### config.mk
export PLATFORM = sky130hd
export DESIGN_NAME = tcap_unit
export DESIGN_NICKNAME = d
export VERILOG_FILES = /design/src/rtl/tcap_pkg.sv /design/src/rtl/tcap_edge_det.sv /design/src/rtl/tcap_capture.sv /design/src/rtl/tcap_regs.sv /design/src/rtl/tcap_unit.sv
export SDC_FILE = /design/constraint.sdc
export NUM_CORES = 1
export LEC_CHECK = 0
export CELL_PAD_IN_SITES_DETAIL_PLACEMENT = 0
export CELL_PAD_IN_SITES_GLOBAL_PLACEMENT = 1
export CORE_MARGIN = 5
export CORE_UTILIZATION = 44
export DETAILED_ROUTE_END_ITERATION = 10
export PLACE_DENSITY_LB_ADDON = 0.25
export REMOVE_ABC_BUFFERS = 1
export SETUP_SLACK_MARGIN = 0.2
export SYNTH_ARGS = -nofsm -noshare
export SYNTH_HDL_FRONTEND = slang
export SYNTH_SLANG_ARGS = --single-unit
### constraint.sdc
create_clock -name clk -period 3.5 [get_ports clk]
set_clock_uncertainty 0.1 [all_clocks]
set_input_delay 1.05 -clock clk [delete_from_list [all_inputs] [get_ports clk]]
set_output_delay 1.05 -clock clk [all_outputs]
set_load 0.005 [all_outputs]
### src/rtl/tcap_pkg.sv
package tcap_pkg;
  localparam int unsigned REG_W = 8;

  localparam int unsigned ADDR_EDGE_SEL = 0;
  localparam int unsigned ADDR_FLAGS    = 1;
  localparam int unsigned ADDR_IRQ_EN   = 2;
  localparam int unsigned ADDR_CAP_BASE = 8;

  typedef logic [REG_W-1:0] reg_byte_t;

  // sel[0] arms the rising edge, sel[1] arms the falling edge
  function automatic logic edge_qualifies(input logic rise, input logic fall,
                                          input logic [1:0] sel);
    return (rise & sel[0]) | (fall & sel[1]);
  endfunction

  // hardware set has priority over a software clear (write of 0)
  function automatic logic flag_update(input logic cur, input logic hw_set,
                                       input logic wr_hit, input logic wbit);
    return hw_set | (cur & ~(wr_hit & ~wbit));
  endfunction

  function automatic int unsigned cap_byte_addr(input int unsigned ch,
                                                input int unsigned byte_idx,
                                                input int unsigned bytes_per_cap);
    return ADDR_CAP_BASE + ch * bytes_per_cap + byte_idx;
  endfunction
endpackage

### src/rtl/tcap_edge_det.sv
module tcap_edge_det #(
  parameter int unsigned SYNC_STAGES = 2
) (
  input  logic clk,
  input  logic rst_n,
  input  logic pin_async,
  output logic rise,
  output logic fall
);
  localparam int unsigned MSB = SYNC_STAGES - 1;

  logic [SYNC_STAGES-1:0] chain;
  logic                   prev;
  logic                   level;

  generate
    if (SYNC_STAGES == 1) begin : g_single
      always_ff @(posedge clk) begin
        if (!rst_n) chain <= '0;
        else        chain <= pin_async;
      end
    end else begin : g_multi
      always_ff @(posedge clk) begin
        if (!rst_n) chain <= '0;
        else        chain <= {chain[SYNC_STAGES-2:0], pin_async};
      end
    end
  endgenerate

  assign level = chain[MSB];

  always_ff @(posedge clk) begin
    if (!rst_n) prev <= 1'b0;
    else        prev <= level;
  end

  assign rise = level & ~prev;
  assign fall = ~level & prev;
endmodule

### src/rtl/tcap_capture.sv
module tcap_capture #(
  parameter int unsigned TW = 16
) (
  input  logic          clk,
  input  logic          rst_n,
  input  logic          load,
  input  logic [TW-1:0] timer_val,
  output logic [TW-1:0] value
);
  always_ff @(posedge clk) begin
    if (!rst_n)    value <= '0;
    else if (load) value <= timer_val;
  end
endmodule

### src/rtl/tcap_regs.sv
module tcap_regs
  import tcap_pkg::*;
#(
  parameter int unsigned NCH = 4,
  parameter int unsigned TW  = 16,
  parameter int unsigned AW  = 4
) (
  input  logic              clk,
  input  logic              rst_n,
  input  logic              bus_wr,
  input  logic [AW-1:0]     bus_addr,
  input  reg_byte_t         bus_wdata,
  output reg_byte_t         bus_rdata,
  input  logic [NCH-1:0]    hit,
  input  logic [NCH*TW-1:0] cap_flat,
  output logic [2*NCH-1:0]  edge_sel,
  output logic [NCH-1:0]    flags,
  output logic [NCH-1:0]    ien,
  output logic [NCH-1:0]    irq
);
  localparam int unsigned SEL_W = 2 * NCH;
  localparam int unsigned BPC   = TW / REG_W;

  logic wr_sel, wr_flags, wr_ien;

  assign wr_sel   = bus_wr && (int'(bus_addr) == ADDR_EDGE_SEL);
  assign wr_flags = bus_wr && (int'(bus_addr) == ADDR_FLAGS);
  assign wr_ien   = bus_wr && (int'(bus_addr) == ADDR_IRQ_EN);

  always_ff @(posedge clk) begin
    if (!rst_n) begin
      edge_sel <= '0;
      ien      <= '0;
    end else begin
      if (wr_sel) edge_sel <= bus_wdata[SEL_W-1:0];
      if (wr_ien) ien      <= bus_wdata[NCH-1:0];
    end
  end

  generate
    for (genvar n = 0; n < NCH; n++) begin : g_flag
      always_ff @(posedge clk) begin
        if (!rst_n) flags[n] <= 1'b0;
        else        flags[n] <= flag_update(flags[n], hit[n], wr_flags, bus_wdata[n]);
      end
    end
  endgenerate

  assign irq = flags & ien;

  always_comb begin
    bus_rdata = '0;
    if (int'(bus_addr) == ADDR_EDGE_SEL) bus_rdata = REG_W'(edge_sel);
    if (int'(bus_addr) == ADDR_FLAGS)    bus_rdata = REG_W'(flags);
    if (int'(bus_addr) == ADDR_IRQ_EN)   bus_rdata = REG_W'(ien);
    for (int ch = 0; ch < NCH; ch++) begin
      for (int b = 0; b < BPC; b++) begin
        if (int'(bus_addr) == cap_byte_addr(ch, b, BPC))
          bus_rdata = cap_flat[ch*TW + b*REG_W +: REG_W];
      end
    end
  end
endmodule

### src/rtl/tcap_unit.sv
module tcap_unit
  import tcap_pkg::*;
#(
  parameter int unsigned NCH         = 4,
  parameter int unsigned TW          = 16,
  parameter int unsigned AW          = 4,
  parameter int unsigned SYNC_STAGES = 2
) (
  input  logic           clk,
  input  logic           rst_n,
  input  logic [TW-1:0]  timer_val,
  input  logic [NCH-1:0] cap_pin,
  input  logic           bus_wr,
  input  logic [AW-1:0]  bus_addr,
  input  logic [7:0]     bus_wdata,
  output logic [7:0]     bus_rdata,
  output logic [NCH-1:0] irq
);
  logic [NCH-1:0]    rise_det;
  logic [NCH-1:0]    fall_det;
  logic [NCH-1:0]    edge_hit;
  logic [NCH*TW-1:0] cap_flat;
  logic [2*NCH-1:0]  edge_sel;
  logic [NCH-1:0]    flags;
  logic [NCH-1:0]    ien;

  generate
    for (genvar n = 0; n < NCH; n++) begin : g_ch
      tcap_edge_det #(.SYNC_STAGES(SYNC_STAGES)) u_det (
        .clk       (clk),
        .rst_n     (rst_n),
        .pin_async (cap_pin[n]),
        .rise      (rise_det[n]),
        .fall      (fall_det[n])
      );

      assign edge_hit[n] = edge_qualifies(rise_det[n], fall_det[n], edge_sel[2*n +: 2]);

      tcap_capture #(.TW(TW)) u_cap (
        .clk       (clk),
        .rst_n     (rst_n),
        .load      (edge_hit[n]),
        .timer_val (timer_val),
        .value     (cap_flat[n*TW +: TW])
      );
    end
  endgenerate

  tcap_regs #(.NCH(NCH), .TW(TW), .AW(AW)) u_regs (
    .clk       (clk),
    .rst_n     (rst_n),
    .bus_wr    (bus_wr),
    .bus_addr  (bus_addr),
    .bus_wdata (bus_wdata),
    .bus_rdata (bus_rdata),
    .hit       (edge_hit),
    .cap_flat  (cap_flat),
    .edge_sel  (edge_sel),
    .flags     (flags),
    .ien       (ien),
    .irq       (irq)
  );
endmodule

==> flow_results.org, run 1 <==
** STA
- Setup violations remaining at the end of the flow were counted as 1.
- For the pin with the worst max-slew slack, the measured transition is 646 ps.
- Of the available clock period, the critical path in the final layout requires 1.00.
- Time the worst path needs with I/O delays and setup :: 3510 ps
- The final hold violation count came to 0.
- Unrepaired setup endpoints after global routing :: true
- Max-Slew Margin vs Limit :: 0.569
- The final max-slew violation count was 0.
- TNS Setup :: -10.0 ps
- Max Freq :: 285 MHz
- Setup WS post-layout :: -10.0 ps

** Placement
- Weighted congestion at the end of routability-driven global placement :: 0.813
- Detailed placement HPWL :: 7.14 mm
- Before CTS, the worst setup slack after placement is -966 ps.
- Buffers placed on the I/O ports in this run total 46.
- The number of placed instances, taps included, is 607.

** Worst setup path
- STA classifies the critical path endpoint as a primary output.
- For this run, the slowest stage of the critical path takes 220 ps.
- Critical-path cell with the highest stage delay :: a32o_2
- Element type at the critical path start :: primary input
- Start-to-end type of the worst setup path :: in2out
- Crit. Startpoint :: bus_addr[1]
- Signal arrival time at the worst endpoint :: 2360 ps
- In this run the critical register-to-register path is launched from u_regs.edge_sel[7].
- Maximum net fanout on the critical path :: 5
- Cells along the critical path :: buf_8 > buf_6 > buf_8 > nor4_4 > buf_4 > buf_6 > nand2_2 > o211ai_1 > a32o_2 > buf_2
- Required @ worst endpoint :: 2350 ps

** Finish
- Area used by multi-input combinational logic :: 2520 sq um
- Final Core Density :: 0.584
- ANT cells :: 0
- Number of fillers in the final layout :: 854
- Across the whole layout, storage elements account for 1840 sq um.
- Layout Cells excl Fill :: 640
- Area added between synthesis and finish :: 30.4%
- Final Net Count :: 540
- Of the cells placed in the final design, the portion with a size suffix greater than 1 is 0.247.

** Power
- Of the total power, registers draw 0.531.
- Largest voltage drop on the vdd net :: 0.236 mV
- After layout, the design draws a total of 2.00 mW.
- Internal power consumption :: 1.53 mW
- Clock power frac :: 0.346
- Of the total power, the share spent switching nets is 0.233.
- Pwr Density :: 353 nW/um^2
- Switching power :: 466 uW
- In this run the static leakage power is 2.03 nW.
- Comb pwr share :: 0.123

** Logic synthesis
- Of the synthesized area, sequential elements account for 0.425.
- Dividing the synthesized area by the synthesized cell count gives 10.1 sq um.
- Number of flops mapped to enable cells by yosys :: 0
- Cell types with the highest counts after synthesis :: dfxtp_1 (92), mux2i_1 (90), nor2b_1 (88)
- Synthesis instantiated 38 different standard cells from the library.
- Cell types occupying the most area after synthesis :: dfxtp_1 (42%), mux2i_1 (21%), nor2b_1 (13%), and2_1 (2.6%), o21a_1 (2.1%)
- Synthesis handed over a netlist of 428 instances.
- During synthesis, Yosys emitted a total of 0 warnings.
- Top-area cell type share of the netlist area :: 0.425
- Dominant synthesized flop cell :: dfxtp_1
- In the post-synthesis netlist, the cell with the most instances is dfxtp_1.
- Fraction of synthesis flops using an asynchronous set or reset pin :: 0
- Flops & latches, synth :: 92
- Cell type contributing the most total cell area after synthesis :: dfxtp_1
- The mapped netlist covers 4340 sq um.

** Global route
- Number of global-route vias before repair :: 3351
- Total grt overflow :: 0
- Wire length of the first global-routing pass :: 17.3 mm
- The number of antenna violations at the first check in global routing was 0.
- In the global route stage, overall resource usage came out at 0.187.
- Entering global routing, the biggest net connects 51 pins.

** Die
- Floorplan die height :: 109 um
- Measured along the x axis, the die boundary spans 109 um.
- 47 I/O pins were placed.
- Area of the die :: 11900 sq um
- Row generation in the floorplan step produced 36 rows.
- Effective utilization at floorplan :: 0.448
- In this run the standard cell core region covers 9680 sq um.

** Clock tree
- Worst skew pair latency :: 350 ps
- Master cell of the clock root buffer :: clkbuf_8
- Clock Sink Count :: 92
- Max Buffers Root-to-Sink :: 2
- Clock tree synthesis inserted a total of 9 buffers.
- After clock tree synthesis, the flow added hold-fix buffers numbering 0.
- Clock slew at the register clock pins of the worst setup and hold paths :: 80 ps
- H-tree depth reported by CTS :: 3
- Clock tree from TritonCTS :: built

** Min path
- Source of the worst hold timing path :: g_ch[2].u_det.chain[0]
- Class of the worst hold path :: reg2reg

** Run
- Maximum Capacitance Violations :: 0

** Drt
- Once detail routing completed, the nets flagged for antenna violations numbered 0.
- DRC violation count after routing :: 0
- The pre-antenna-repair detailed-routing pass consisted of 4 iterations.
- Aggregate routed wire length :: 10.8 mm
- Using the TritonRoute via totals, the vias-per-cell ratio works out to 5.14.
- Average wire length per cell after detail routing :: 16.8 um
- Initial drt markers :: 144
- DR vias :: 3290

** Outcome
- Violated checks :: setup timing
- The run finished, with violations left.
-- cell usage in the layout, fill, tap and decap left out, drive strengths merged, types with 3 or more instances in the layout --
cell type and instances:
dfxtp 92, mux2i 90, nor2b 88, buf 64
clkdlybuf4s50 33, and2 18, nand2 13, o21a 12
clkbuf 11, o21ai 10, a21oi 6, a32o 6
a22oi 6, or2 4, o211ai 4, nand3b 4
o221ai 4, a2111oi 4, nand3 4, mux2 4
nor2 3, nand2b 3, inv 3
-- repair_timing --
item | CTS | global route
setup buffers | 17 | 2
pin swaps | 18 | 13
endpoints found under the hold margin | 0 | 0
gates resized for setup | 102 | 17
cloned | 1 | 0
setup endpoints to repair | 8 | 8
-- path summary, 6_finish.rpt --
| check | endpoint | slack (ps) | depth (start not counted) |
|---|---|---|---|
| worst max-delay path | bus_rdata[5] | -10 | 10 |
| worst min-delay path | g_ch[2].u_det.chain[1] | 340 | 1 |
| worst max register to register | g_ch[3].u_cap.value[1] | 1710 | 5 |
| worst min register to register | g_ch[2].u_det.chain[1] | 340 | 1 |
-- power by group through the flow --
stage / clock (mW) / sequential [mW] / combinational, mW
finish: 0.692 / 1.06 / 0.246
global route: 0.754 / 1.06 / 0.263
CTS: 0.716 / 1.06 / 0.237
detailed placement: 0 / 1.08 / 0.198
global placement: 0 / 1.08 / 0.197
floorplan: 0 / 1.08 / 0.0675
-- sequential cells by signal, indices dropped and copies added (netlist names) --
name	count
g_ch.u_cap.value	64
g_ch.u_det.chain	8
g_ch.u_det.prev	4
u_regs.edge_sel	8
u_regs.flags	4
u_regs.ien	4
-- cell families (layout without fill, tap and decap cells) --
kind of cell           after synthesis  count (layout)  synth area share
and+or+nand+nor                    142             142             0.198
muxes                               94              94             0.218
DFF                                 92              92             0.425
AOI/OAI and AO/OA                   66              66             0.115
buffers and inverters               34             113            0.0433
-- through the flow --
step	hold slack, ps	area (sq um)
global placement	318	5050
CTS	342	5580
global route	355	5650
detailed placement	321	5050
floorplan	312	4160
finish	337	5650
-- metal layers --
layer,GRT usage,share of wire,vias to the layer above
met2,0.303,0.47,54
met3,0.0296,0.032,12
met1,0.255,0.49,1564
met4,0.0561,0.012,0
li1,-,-,1660
met5,0,0,-
-- final cells by class --
class / instances / area share
clock buffer: 11 / 0.0250
clock inverter: 2 / 0.00664
inverter: 3 / 0.00288
multi-input combinational: 302 / 0.445
sequential: 92 / 0.326
tap: 133 / 0.0294
timing repair buffer: 97 / 0.165
-- worst max-delay path: cells and delay by family --
| kind | cells | cell delay (ps) |
|---|---|---|
| compound gates | 2 | 340 |
| buf+inv | 6 | 710 |
| simple gates | 2 | 260 |
No activity file was read; power rests on OpenSTA's default activity.
==> inputs of run 2 (changes only) <==
Settings changed: CAP_MARGIN from default to 20.
==> results of run 2 <==
Final layout, timing and power as in run 1 (identical DEF).
